<file path="config.mk">
export PLATFORM = sky130hd
export DESIGN_NAME = dual_path_switch
export DESIGN_NICKNAME = d
export VERILOG_FILES = /design/src/rtl/pathsw_pkg.sv /design/src/rtl/pathsw_seq.sv /design/src/rtl/pathsw_datapath.sv /design/src/rtl/dual_path_switch.sv
export SDC_FILE = /design/constraint.sdc
export NUM_CORES = 1
export LEC_CHECK = 0
export ABC_AREA = 1
export ABC_CLOCK_PERIOD_IN_PS = 1750
export BUFFER_PORTS_ARGS = -buffer_cell sky130_fd_sc_hd__buf_4
export CAP_MARGIN = 20
export CORE_ASPECT_RATIO = 1.2
export CORE_MARGIN = 10
export CORE_UTILIZATION = 45
export CTS_BUF_LIST = sky130_fd_sc_hd__clkbuf_16
export DETAILED_ROUTE_END_ITERATION = 12
export PLACE_DENSITY = 0.83
export SLEW_MARGIN = 40
export SYNTH_ARGS = -nofsm -noshare
export SYNTH_HDL_FRONTEND = slang
export SYNTH_HIERARCHICAL = 1
export SYNTH_SLANG_ARGS = --single-unit
</file>
<file path="constraint.sdc">
create_clock -name clk -period 1.75 [get_ports clk]
set_clock_uncertainty 0.2 [all_clocks]
set_input_delay 0.35 -clock clk [delete_from_list [all_inputs] [get_ports clk]]
set_output_delay 0.35 -clock clk [all_outputs]
set_load 0.1 [all_outputs]
</file>
<file path="src/rtl/pathsw_pkg.sv">
package pathsw_pkg;
  localparam int LANES = 4;

  // Mode strobes from the sequencer to the datapath (1 = crossed)
  typedef struct packed {
    logic swapA;
    logic swapB;
  } swCtrl_t;
endpackage

</file>
<file path="src/rtl/pathsw_seq.sv">
module pathsw_seq
  import pathsw_pkg::*;
#(
  parameter int HALF_LEN = 8
) (
  input  logic    clk,
  input  logic    rstN,
  input  logic    start,
  input  logic    valid,
  output swCtrl_t ctrl
);
  localparam int CNT_W = (HALF_LEN > 1) ? $clog2(HALF_LEN) : 1;
  localparam logic [CNT_W-1:0] LAST = CNT_W'(HALF_LEN - 1);

  logic [CNT_W-1:0] cntQ, cntCur;
  logic phaseQ, phaseCur, runQ, lastBeat, advance;

  always_comb begin
    cntCur   = start ? '0 : cntQ;
    phaseCur = start ? 1'b0 : phaseQ;
    lastBeat = (cntCur == LAST);
    advance  = valid & (runQ | start);
  end

  always_ff @(posedge clk or negedge rstN) begin
    if (!rstN) begin
      cntQ   <= '0;
      phaseQ <= 1'b0;
      runQ   <= 1'b0;
    end else begin
      if (start) runQ <= 1'b1;
      if (advance) begin
        cntQ   <= lastBeat ? '0 : cntCur + 1'b1;
        phaseQ <= phaseCur ^ lastBeat;
      end else if (start) begin
        cntQ   <= '0;
        phaseQ <= 1'b0;
      end
    end
  end

  // phase 0: A crossed, B straight; phase 1: reversed
  always_comb begin
    ctrl.swapA = ~phaseCur;
    ctrl.swapB = phaseCur;
  end
endmodule

</file>
<file path="src/rtl/pathsw_datapath.sv">
module pathsw_datapath
  import pathsw_pkg::*;
#(
  parameter int DATA_W = 16
) (
  input  logic                    clk,
  input  logic                    rstN,
  input  swCtrl_t                 ctrl,
  input  logic [LANES*DATA_W-1:0] aIn,
  input  logic [LANES*DATA_W-1:0] bIn,
  output logic [LANES*DATA_W-1:0] aOut,
  output logic [LANES*DATA_W-1:0] bOut,
  output logic                    aSwap,
  output logic                    bSwap
);
  localparam int BUS_W  = LANES * DATA_W;
  localparam int PAIR_W = BUS_W / 2;

  logic [BUS_W-1:0] inBus  [2];
  logic [BUS_W-1:0] outBus [2];
  logic             selBus [2];
  logic             flagBus[2];

  assign inBus[0]  = aIn;
  assign inBus[1]  = bIn;
  assign selBus[0] = ctrl.swapA;
  assign selBus[1] = ctrl.swapB;

  for (genvar g = 0; g < 2; g++) begin : g_sw
    localparam logic FLAG_RST = (g == 0);
    logic [BUS_W-1:0] routed, dataQ;
    logic             flagQ;

    // crossed: lower lane pair and upper lane pair exchange places
    assign routed = selBus[g] ? {inBus[g][PAIR_W-1:0], inBus[g][BUS_W-1:PAIR_W]}
                              : inBus[g];

    always_ff @(posedge clk or negedge rstN) begin
      if (!rstN) begin
        dataQ <= '0;
        flagQ <= FLAG_RST;
      end else begin
        dataQ <= routed;
        flagQ <= selBus[g];
      end
    end

    assign outBus[g]  = dataQ;
    assign flagBus[g] = flagQ;
  end

  assign aOut  = outBus[0];
  assign bOut  = outBus[1];
  assign aSwap = flagBus[0];
  assign bSwap = flagBus[1];
endmodule

</file>
<file path="src/rtl/dual_path_switch.sv">
module dual_path_switch
  import pathsw_pkg::*;
#(
  parameter int HALF_LEN = 8,
  parameter int DATA_W   = 16
) (
  input  logic                    clk,
  input  logic                    rstN,
  input  logic                    start,
  input  logic                    valid,
  input  logic [LANES*DATA_W-1:0] aIn,
  input  logic [LANES*DATA_W-1:0] bIn,
  output logic [LANES*DATA_W-1:0] aOut,
  output logic [LANES*DATA_W-1:0] bOut,
  output logic                    aSwap,
  output logic                    bSwap
);
  swCtrl_t ctrl;

  pathsw_seq #(.HALF_LEN(HALF_LEN)) u_seq (
    .clk(clk), .rstN(rstN), .start(start), .valid(valid), .ctrl(ctrl)
  );

  pathsw_datapath #(.DATA_W(DATA_W)) u_dp (
    .clk(clk), .rstN(rstN), .ctrl(ctrl),
    .aIn(aIn), .bIn(bIn), .aOut(aOut), .bOut(bOut),
    .aSwap(aSwap), .bSwap(bSwap)
  );
endmodule

</file>
-- After elaboration in Yosys (flattened, before gate mapping)
Cells that the tools add are included.
- add/subtract/negate cells: 1
- eq/ne operators: 1
- mux-type cells: 7
- bitwise logic cells: 4
- operators by type and width (operator ; count):
    $mux W64 ; 2
    $mux W3 ; 3
    $add A3 B1 Y3 const B ; 1
    $eq A3 B3 Y1 const B ; 1
    $mux W1 ; 2
    $and A1 B1 Y1 ; 1
    $not A1 Y1 ; 1
    $or A1 B1 Y1 ; 1
    $xor A1 B1 Y1 ; 1
- bits in registers: 135
- bits of input ports: 132
- output and inout bits: 130
- word-level logic and storage cells: 20

-- Longest topological paths before layout
Gate-level depths: netlist (run 1).
- word-level depth: 4
- gate-level depth with buffers: 10
- depth with buffers taken out: 10

-- Cells and area by module
The synthesis (run 1) kept the hierarchy.
- by module, submodules not included (module ; times used ; cells an instance ; area each (um^2) ; seq. area each (um^2)):
    pathsw_datapath ; 1 ; 542 ; 4943.5 ; 3254.4
    pathsw_seq ; 1 ; 36 ; 282.8 ; 125.1

-- Worst setup path before layout (run 1)
Ideal clock, no wire load.
- path kind: register to output
- from: register u_dp.g_sw[0].dataQ[0] (netlist: u_dp/aOut[0])
- to: output aOut[0]
- data arrival time: 0.883 ns
- slack: 0.317 ns
- stages on the path, launching flop included: 1
- cells stage by stage: dfrtp_1
- RTL lines (what ; line ; text):
    start, declared ; pathsw_datapath.sv:31 ; logic [BUS_W-1:0] routed, dataQ;
    start signal, assigned ; pathsw_datapath.sv:43 ; dataQ <= routed;
    end, declared ; dual_path_switch.sv:13 ; output logic [LANES*DATA_W-1:0] aOut,
No word-level cell between the ends.

-- Worst setup path after layout (run 1)
- from: register u_dp.g_sw[0].flagQ (netlist: u_dp/aSwap)
- to: output aSwap
- RTL lines (what ; line ; text):
    start, declared ; pathsw_datapath.sv:32 ; logic flagQ;
    start signal, assigned ; pathsw_datapath.sv:44 ; flagQ <= selBus[g];
    end, declared ; dual_path_switch.sv:15 ; output logic aSwap,
No word-level cell between the ends.

==> run metrics, run 1 <==
post-route setup TNS=0 ns; RSZ-0062 raised after global routing=no; placed insts=984; max cap viols=0; Flop pwr share=0.373; worst slew pin tran=0.414 ns; largest net degree at the start of global routing=48; Power Internal=5990 uW; fin nets=1111; first-pass GRT wire length=34600 um; RD Place Congestion=0.843; Clk pwr share=0.374; 1st-pass router iterations=6; Setup WS pre-CTS=0.127 ns; Critical Path AT=1.17 ns; layout cells sized above 1=0.315; Remaining DRCs=0; CTS tree=built; post-route cell area=9240 sq um; Slew headroom=0.724; fin crit share=0.985; Starting Density=0.456; Total GRT Usage=0.265; Die W=118 um; slowest library cell on the worst path=dfstp_2; row count=43; endpoints failing setup=0; Via density=4.95; DP HPWL=12400 um; Mapped Nets=712; Sw Share=0.331; DRT Wirelength=22400 um; post-route minimum period=1.72 ns; Final Hold Fails=0; peak supply drop=0.000575 V; Area after DPL=7330 sq um; Clock Latency Late Sink=0.41 ns; PortBufs=261; Finished Layout Cells=1148; crit start category=flip-flop; final setup margin=0.0262 ns; Crit. Startpoint=u_dp/aSwap; core footprint=11500 sq um; number of global-route vias before repair=6257; die footprint=16300 sq um; cells along the critical path=buf_6; worst-path fanout max=1; Crit path max-delay family=flip-flops; Post-DRT Antenna Nets=0; IO Count=262; H-tree levels=4; reg2reg start=u_seq/phaseQ; min-delay worst type=primary input to flip-flop; Leak=0.00497 uW; die height=138 um; crit path kind=flip-flop to output port; Yosys reg bits=135; grt ovf=0; maximum clock frequency=0.580 GHz; vias=5681; antenna violations before repair=1; synthesis warning total=6; Combinational Power Share=0.253; Worst EP required=1.20 ns; First DRT Iteration DRCs=518; CTS buffer count=17; NetSw=2960 uW; Final Max Slew Viols=0; crit end category=output port; status=finished clean; Synth Cell Area=5230 sq um; crit path buf inv count=1; Cell variety after synth=15; clk buf depth=2; clock-pin slew on the worst setup and hold paths=0.06 ns; Sink Count=135; clock root buffer=clkbuf_16; Syn Inst Count=578; PD cells=969 nW/um^2; WL/cell=19.5 um; sequential share of the synthesized area=0.647; Syn Area/Cell=9.04 sq um; final core utilization=0.806; Worst Hold Launch=valid; Area Overhead vs Synth=76.8%; critical path's largest stage delay=0.53 ns
-- power groups by stage --
stage	Combinational [uW]	Clock, uW	Sequential [uW]
CTS	2210	3350	3330
finish	2260	3350	3340
global route	2340	3510	3350
global placement	1940	0	3380
floorplan	134	0	4530
detailed placement	1960	0	3380
-- cell usage in the layout (no fill, tap or decap) --
cell type and n:
ha_1 2, nor2_1 1, clkinv_2 2, nand2_2 2, buf_4 265, inv_2 3, dfrtp_1 134, nor2_2 1
dfstp_2 1, clkinv_1 2, nand2_4 1, o21a_1 1, bufinv_16 2, or2_4 1, nand2_1 398, clkinvlp_4 1
nand3_1 1, inv_1 9, diode_2 1, clkbuf_16 18, dlygate4sd3_1 129, buf_12 7, buf_6 4, inv_4 2
clkinv_4 2, dlymetal6s4s_1 1
-- state kept, by name, indices dropped and copies added, names as in the netlist --
register	cells
u_seq/cntQ	3
u_dp/bOut	64
u_seq/phaseQ	1
u_dp/bSwap	1
u_dp/aSwap	1
u_seq/runQ	1
u_dp/aOut	64
-- cell type report --
class / instances / area (sq um)
diodes: 1 / 2.50
inverters: 8 / 35.0
clock buffers: 17 / 425
well taps: 157 / 196
fillers: 585 / 2220
repair buffers: 407 / 3500
clock inverters: 15 / 125
multi-input cells: 408 / 1570
flip-flops and latches: 135 / 3380
-- cells in the mapped netlist, drive strengths merged --
master  instances  share of area
inv             8         0.0057
ha              2         0.0048
nor2            2         0.0014
clkbuf         12          0.032
nand2         401           0.29
dfrtp         134           0.64
nand3           1        0.00096
o21a            1         0.0014
buf            15          0.016
dfstp           1         0.0050
or2             1         0.0017
-- stage by stage --
stage,hold slack (ns),power (uW)
final,0.0226,8950
after global routing,0.0266,9210
after detailed placement,0.115,5340
after CTS,0.0123,8890
after global placement,0.117,5320
after floorplan,-0.146,4660
-- per-layer routing --
metal,up-vias,GRT usage,part of all wire
li1,2524,-,-
met1,2705,0.287,0.37
met2,385,0.453,0.49
met3,67,0.0978,0.11
met4,0,0.122,0.038
met5,-,0,0
-- path summary, 6_finish.rpt --
check | to | slack, ns | cells after the start
worst max-delay path | aSwap | 0.03 | 1
worst min-delay path | u_seq/cntQ[0] | 0.02 | 4
worst max register to register | u_dp/bOut[59] | 0.31 | 6
worst min register to register | u_seq/runQ | 0.31 | 1
max in group asynchronous | u_dp/bOut[29] | 0.53 | 3
min in group asynchronous | u_dp/aOut[2] | 0.24 | 2
-- cells by family (layout without fill, tap and decap cells) --
| group | count (synthesis) | in the layout | share of synthesized area |
|---|---|---|---|
| other | 0 | 1 | 0 |
| AO/OA/AOI/OAI | 1 | 1 | 0.00144 |
| adder cells (fa/ha/maj) | 2 | 2 | 0.00479 |
| AND/OR/NAND/NOR | 405 | 405 | 0.294 |
| flip-flops | 135 | 135 | 0.647 |
| buffers and inverters | 35 | 447 | 0.0531 |
-- timing repair --
item                       4_1_cts  5_1_grt
cloned                           0        1
hold buffers                   130        0
buffers inserted                 0        0
hold endpoints to repair       148        0
setup endpoints to repair        1      107
gates resized for setup          1       12
Note: power is estimated with default switching activity, not from simulation.
==> run 2: changes to the inputs <==
--- a/config.mk
+++ b/config.mk
@@ -9,7 +9,7 @@
 export ABC_CLOCK_PERIOD_IN_PS = 1750
 export BUFFER_PORTS_ARGS = -buffer_cell sky130_fd_sc_hd__buf_4
 export CAP_MARGIN = 20
-export CORE_ASPECT_RATIO = 1.2
+export CORE_ASPECT_RATIO = 0.5
 export CORE_MARGIN = 10
 export CORE_UTILIZATION = 45
 export CTS_BUF_LIST = sky130_fd_sc_hd__clkbuf_16
@@ -18,5 +18,4 @@
 export SLEW_MARGIN = 40
 export SYNTH_ARGS = -nofsm -noshare
 export SYNTH_HDL_FRONTEND = slang
-export SYNTH_HIERARCHICAL = 1
 export SYNTH_SLANG_ARGS = --single-unit
==> run 2 against run 1 <==
  * Maximum frequency increased by 2.2%
  * Clock power grew 2%
  * Synthesized cell count decreased by 11%
  * Non-clock buffer count shrank 70
  * Worst setup slack improved by 0.037 ns
  * Largest cell class is now registers
  * Largest power group unchanged
  * Highest routed layer unchanged
==> run metrics, run 2 <==
reg2reg start=u_seq.cntQ[0] (was u_seq/phaseQ); clk buf depth=2 (unchanged); endpoints failing setup=0 (unchanged); most common cell after layout, fill and taps aside=buf_4 (was nand2_1); Power Internal=6050 uW (was 5990 uW); PortBufs=261 (unchanged); worst slew pin tran=0.349 ns (was 0.414 ns); PD cells=1030 nW/um^2 (was 969 nW/um^2); CTS buffer count=17 (unchanged); Die W=173 um (was 118 um); Via density=4.76 (was 4.95); crit end category=output port (unchanged); leading cell types in the layout, fill and taps excluded=264 x buf_4, 134 x dfrtp_1, 130 x nand2_1, 69 x inv_1, 66 x dlygate4sd3_1 (was 398 x nand2_1, 265 x buf_4, 134 x dfrtp_1, 129 x dlygate4sd3_1, 18 x clkbuf_16); clock-pin slew on the worst setup and hold paths=0.06 ns (about the same); Sw Share=0.319 (was 0.331); Total GRT Usage=0.203 (was 0.265); Worst Hold Launch=bIn[51] (was valid); Cell variety after synth=20 (was 15); top-count cell post-synth=dfrtp_1 (was nand2_1); final core utilization=0.765 (was 0.806); antenna violations before repair=0 (was 1); leading cell types by count after synthesis=134 x dfrtp_1, 130 x nand2_1, 68 x inv_1 (was 399 x nand2_1, 134 x dfrtp_1, 12 x buf_2, 12 x clkbuf_8, 6 x inv_1); Syn Area/Cell=10.3 sq um (was 9.04 sq um); Clk pwr share=0.387 (was 0.374); NetSw=2830 uW (was 2960 uW); crit path buf inv count=1 (unchanged); M1 GR Usage=0.197 (was 0.287); worst-path fanout max=1 (unchanged); Clock Latency Late Sink=0.39 ns (was 0.41 ns); Post-synth EDFFs=0 (unchanged); CTS tree=built (unchanged); synthesis warning total=0 (was 6); met3 usage=0.0538 (was 0.0978); vias=4815 (was 5681); clock root buffer=clkbuf_16 (unchanged); WL/cell=17.5 um (was 19.5 um); ys flop type=dfrtp_1 (unchanged); Syn Inst Count=513 (was 578); Combinational Power Share=0.238 (was 0.253); Filler cells=700 (was 585); max cap viols=0 (unchanged); Leak=0.00443 uW (was 0.00497 uW); sequential share of the synthesized area=0.641 (was 0.647); Flop pwr share=0.375 (was 0.373); 1st-pass router iterations=5 (was 6); die height=96.5 um (was 138 um); maximum clock frequency=0.593 GHz (was 0.580 GHz); die footprint=16700 sq um (was 16300 sq um); Critical Path AT=1.14 ns (was 1.17 ns); Remaining DRCs=0 (unchanged); status=finished clean (unchanged); post-route minimum period=1.69 ns (was 1.72 ns); RD Place Congestion=0.781 (was 0.843); Yosys reg bits=135 (unchanged); cells along the critical path=buf_6 (unchanged); Synth Cell Area=5270 sq um (was 5230 sq um); H-tree levels=4 (unchanged); post-route setup TNS=0 ns (unchanged); IO Count=262 (unchanged); Final Hold Fails=0 (unchanged); top-area cell type share of the netlist area=0.636 (was 0.642); ys async rst share=1.00 (unchanged); DP HPWL=12100 um (was 12400 um); Worst EP required=1.20 ns (about the same); first-pass GRT wire length=27000 um (was 34600 um); Sink Count=135 (unchanged); n_diodes=0 (was 1); Final Max Slew Viols=0 (unchanged); Area Overhead vs Synth=62.8% (was 76.8%); core footprint=11200 sq um (was 11500 sq um); Synth area leader=dfrtp_1 (unchanged); Slew headroom=0.767 (was 0.724); RSZ-0062 raised after global routing=no (unchanged); fin crit share=0.964 (was 0.985); DRT Wirelength=17700 um (was 22400 um); Crit. Startpoint=u_dp.aSwap (was u_dp/aSwap); met2 Usage GRT=0.404 (was 0.453); Mapped Nets=647 (was 712); fin nets=975 (was 1111); Crit path max-delay family=flip-flops (unchanged); First DRT Iteration DRCs=269 (was 518); grt ovf=0 (unchanged); crit start category=flip-flop (unchanged); gr busiest metal=met2 (unchanged); peak supply drop=0.000730 V (was 0.000575 V); critical path's largest stage delay=0.52 ns (was 0.53 ns); largest net degree at the start of global routing=75 (was 48); row count=27 (was 43); Starting Density=0.470 (was 0.456); number of global-route vias before repair=5150 (was 6257); min-delay worst type=primary input to flip-flop (unchanged); Synth area leaders=dfrtp_1 64%, nand2_1 9.3%, o21ai_0 6.1% (was dfrtp_1 64%, nand2_1 29%, clkbuf_8 3.2%); crit path kind=flip-flop to output port (unchanged); slowest library cell on the worst path=dfstp_2 (unchanged); layout cells sized above 1=0.410 (was 0.315); Post-DRT Antenna Nets=0 (unchanged)
[run 2: cell count changes after synthesis, moves of 3 or more]
cell / delta
buf_2: -6
buf_4: +3
buf_6: +10
clkbuf_1: +5
clkbuf_8: -12
inv_1: +62
nand2_1: -269
nand2_2: +13
o21ai_0: +64
o21ai_1: +30
o21ai_2: +34
[run 2: cells by family (layout without fill, tap and decap cells)]
logic type / Yosys count / in the layout / share of synthesized area
buffers and inverters: 98 / 438 / 0.0919
DFF: 135 / 135 / 0.641
and+or+nand+nor: 149 / 149 / 0.115
AOI/OAI and AO/OA: 129 / 129 / 0.147
adders and majority gates: 2 / 2 / 0.00475
[run 2: cell type report]
class / count / area, sq um / share of cell area
clock buffers: 17 / 425 / 0.0496
clock inverters: 14 / 141 / 0.0165
inverters: 70 / 265 / 0.0309
multi-input cells: 280 / 1410 / 0.164
flip-flops and latches: 135 / 3380 / 0.394
well taps: 159 / 199 / 0.0232
repair buffers: 337 / 2770 / 0.322
[run 2: per-layer routing]
| layer | routed length [um] | vias to the layer above |
|---|---|---|
| met4 | 744 | 0 |
| met5 | 0 | - |
| met3 | 856 | 49 |
| met1 | 6140 | 2344 |
| met2 | 9980 | 166 |
| li1 | - | 2256 |
[run 2: path summary, 6_finish.rpt]
kind / endpoint / slack [ns] / cells past startpoint
worst max register to register: u_seq.phaseQ / 0.34 / 9
worst max-delay path: aSwap / 0.06 / 1
worst min-delay path: u_dp.bOut[51] / 0.01 / 3
min in group asynchronous: u_dp.aOut[20] / 0.21 / 2
worst min register to register: u_seq.runQ / 0.31 / 1
max in group asynchronous: u_dp.aSwap / 0.53 / 3
[run 2: metrics by stage]
step | hold WS, ns | cells | total power (uW) | setup WS, ns | cell area [sq um]
after floorplan | -0.146 | 513 | 4690 | 0.317 | 5270
after global placement | 0.0635 | 915 | 5330 | 0.209 | 7350
after detailed placement | 0.0625 | 915 | 5360 | 0.175 | 7350
after CTS | 0.000172 | 1012 | 8910 | 0.0426 | 8580
after global routing | 0.0135 | 1012 | 9180 | 0.0237 | 8580
final | 0.0102 | 1012 | 8880 | 0.0634 | 8580
[run 2: power by group through the flow]
stage | clock network, uW | registers [uW] | logic (uW)
2_1_floorplan | 0 | 4520 | 168
4_1_cts | 3470 | 3330 | 2110
5_1_grt | 3640 | 3350 | 2190
6_report | 3430 | 3330 | 2110
3_3_place_gp | 0 | 3380 | 1950
3_5_place_dp | 0 | 3380 | 1980
[run 2: worst register-to-register path, delay by kind of cell, from the launching register on]
kind / cells / cell delay, ns
flip-flops: 1 / 0.36
buffers and inverters: 2 / 0.12
adder cells (fa/ha/maj): 2 / 0.36
AND/OR/NAND/NOR: 5 / 0.31
[run 2: what timing repair did]
action,in CTS,in global routing
setup buffers,0,0
endpoints found under the setup margin,1,0
hold endpoints to repair,238,0
resized for setup,1,0
hold buffers,66,0
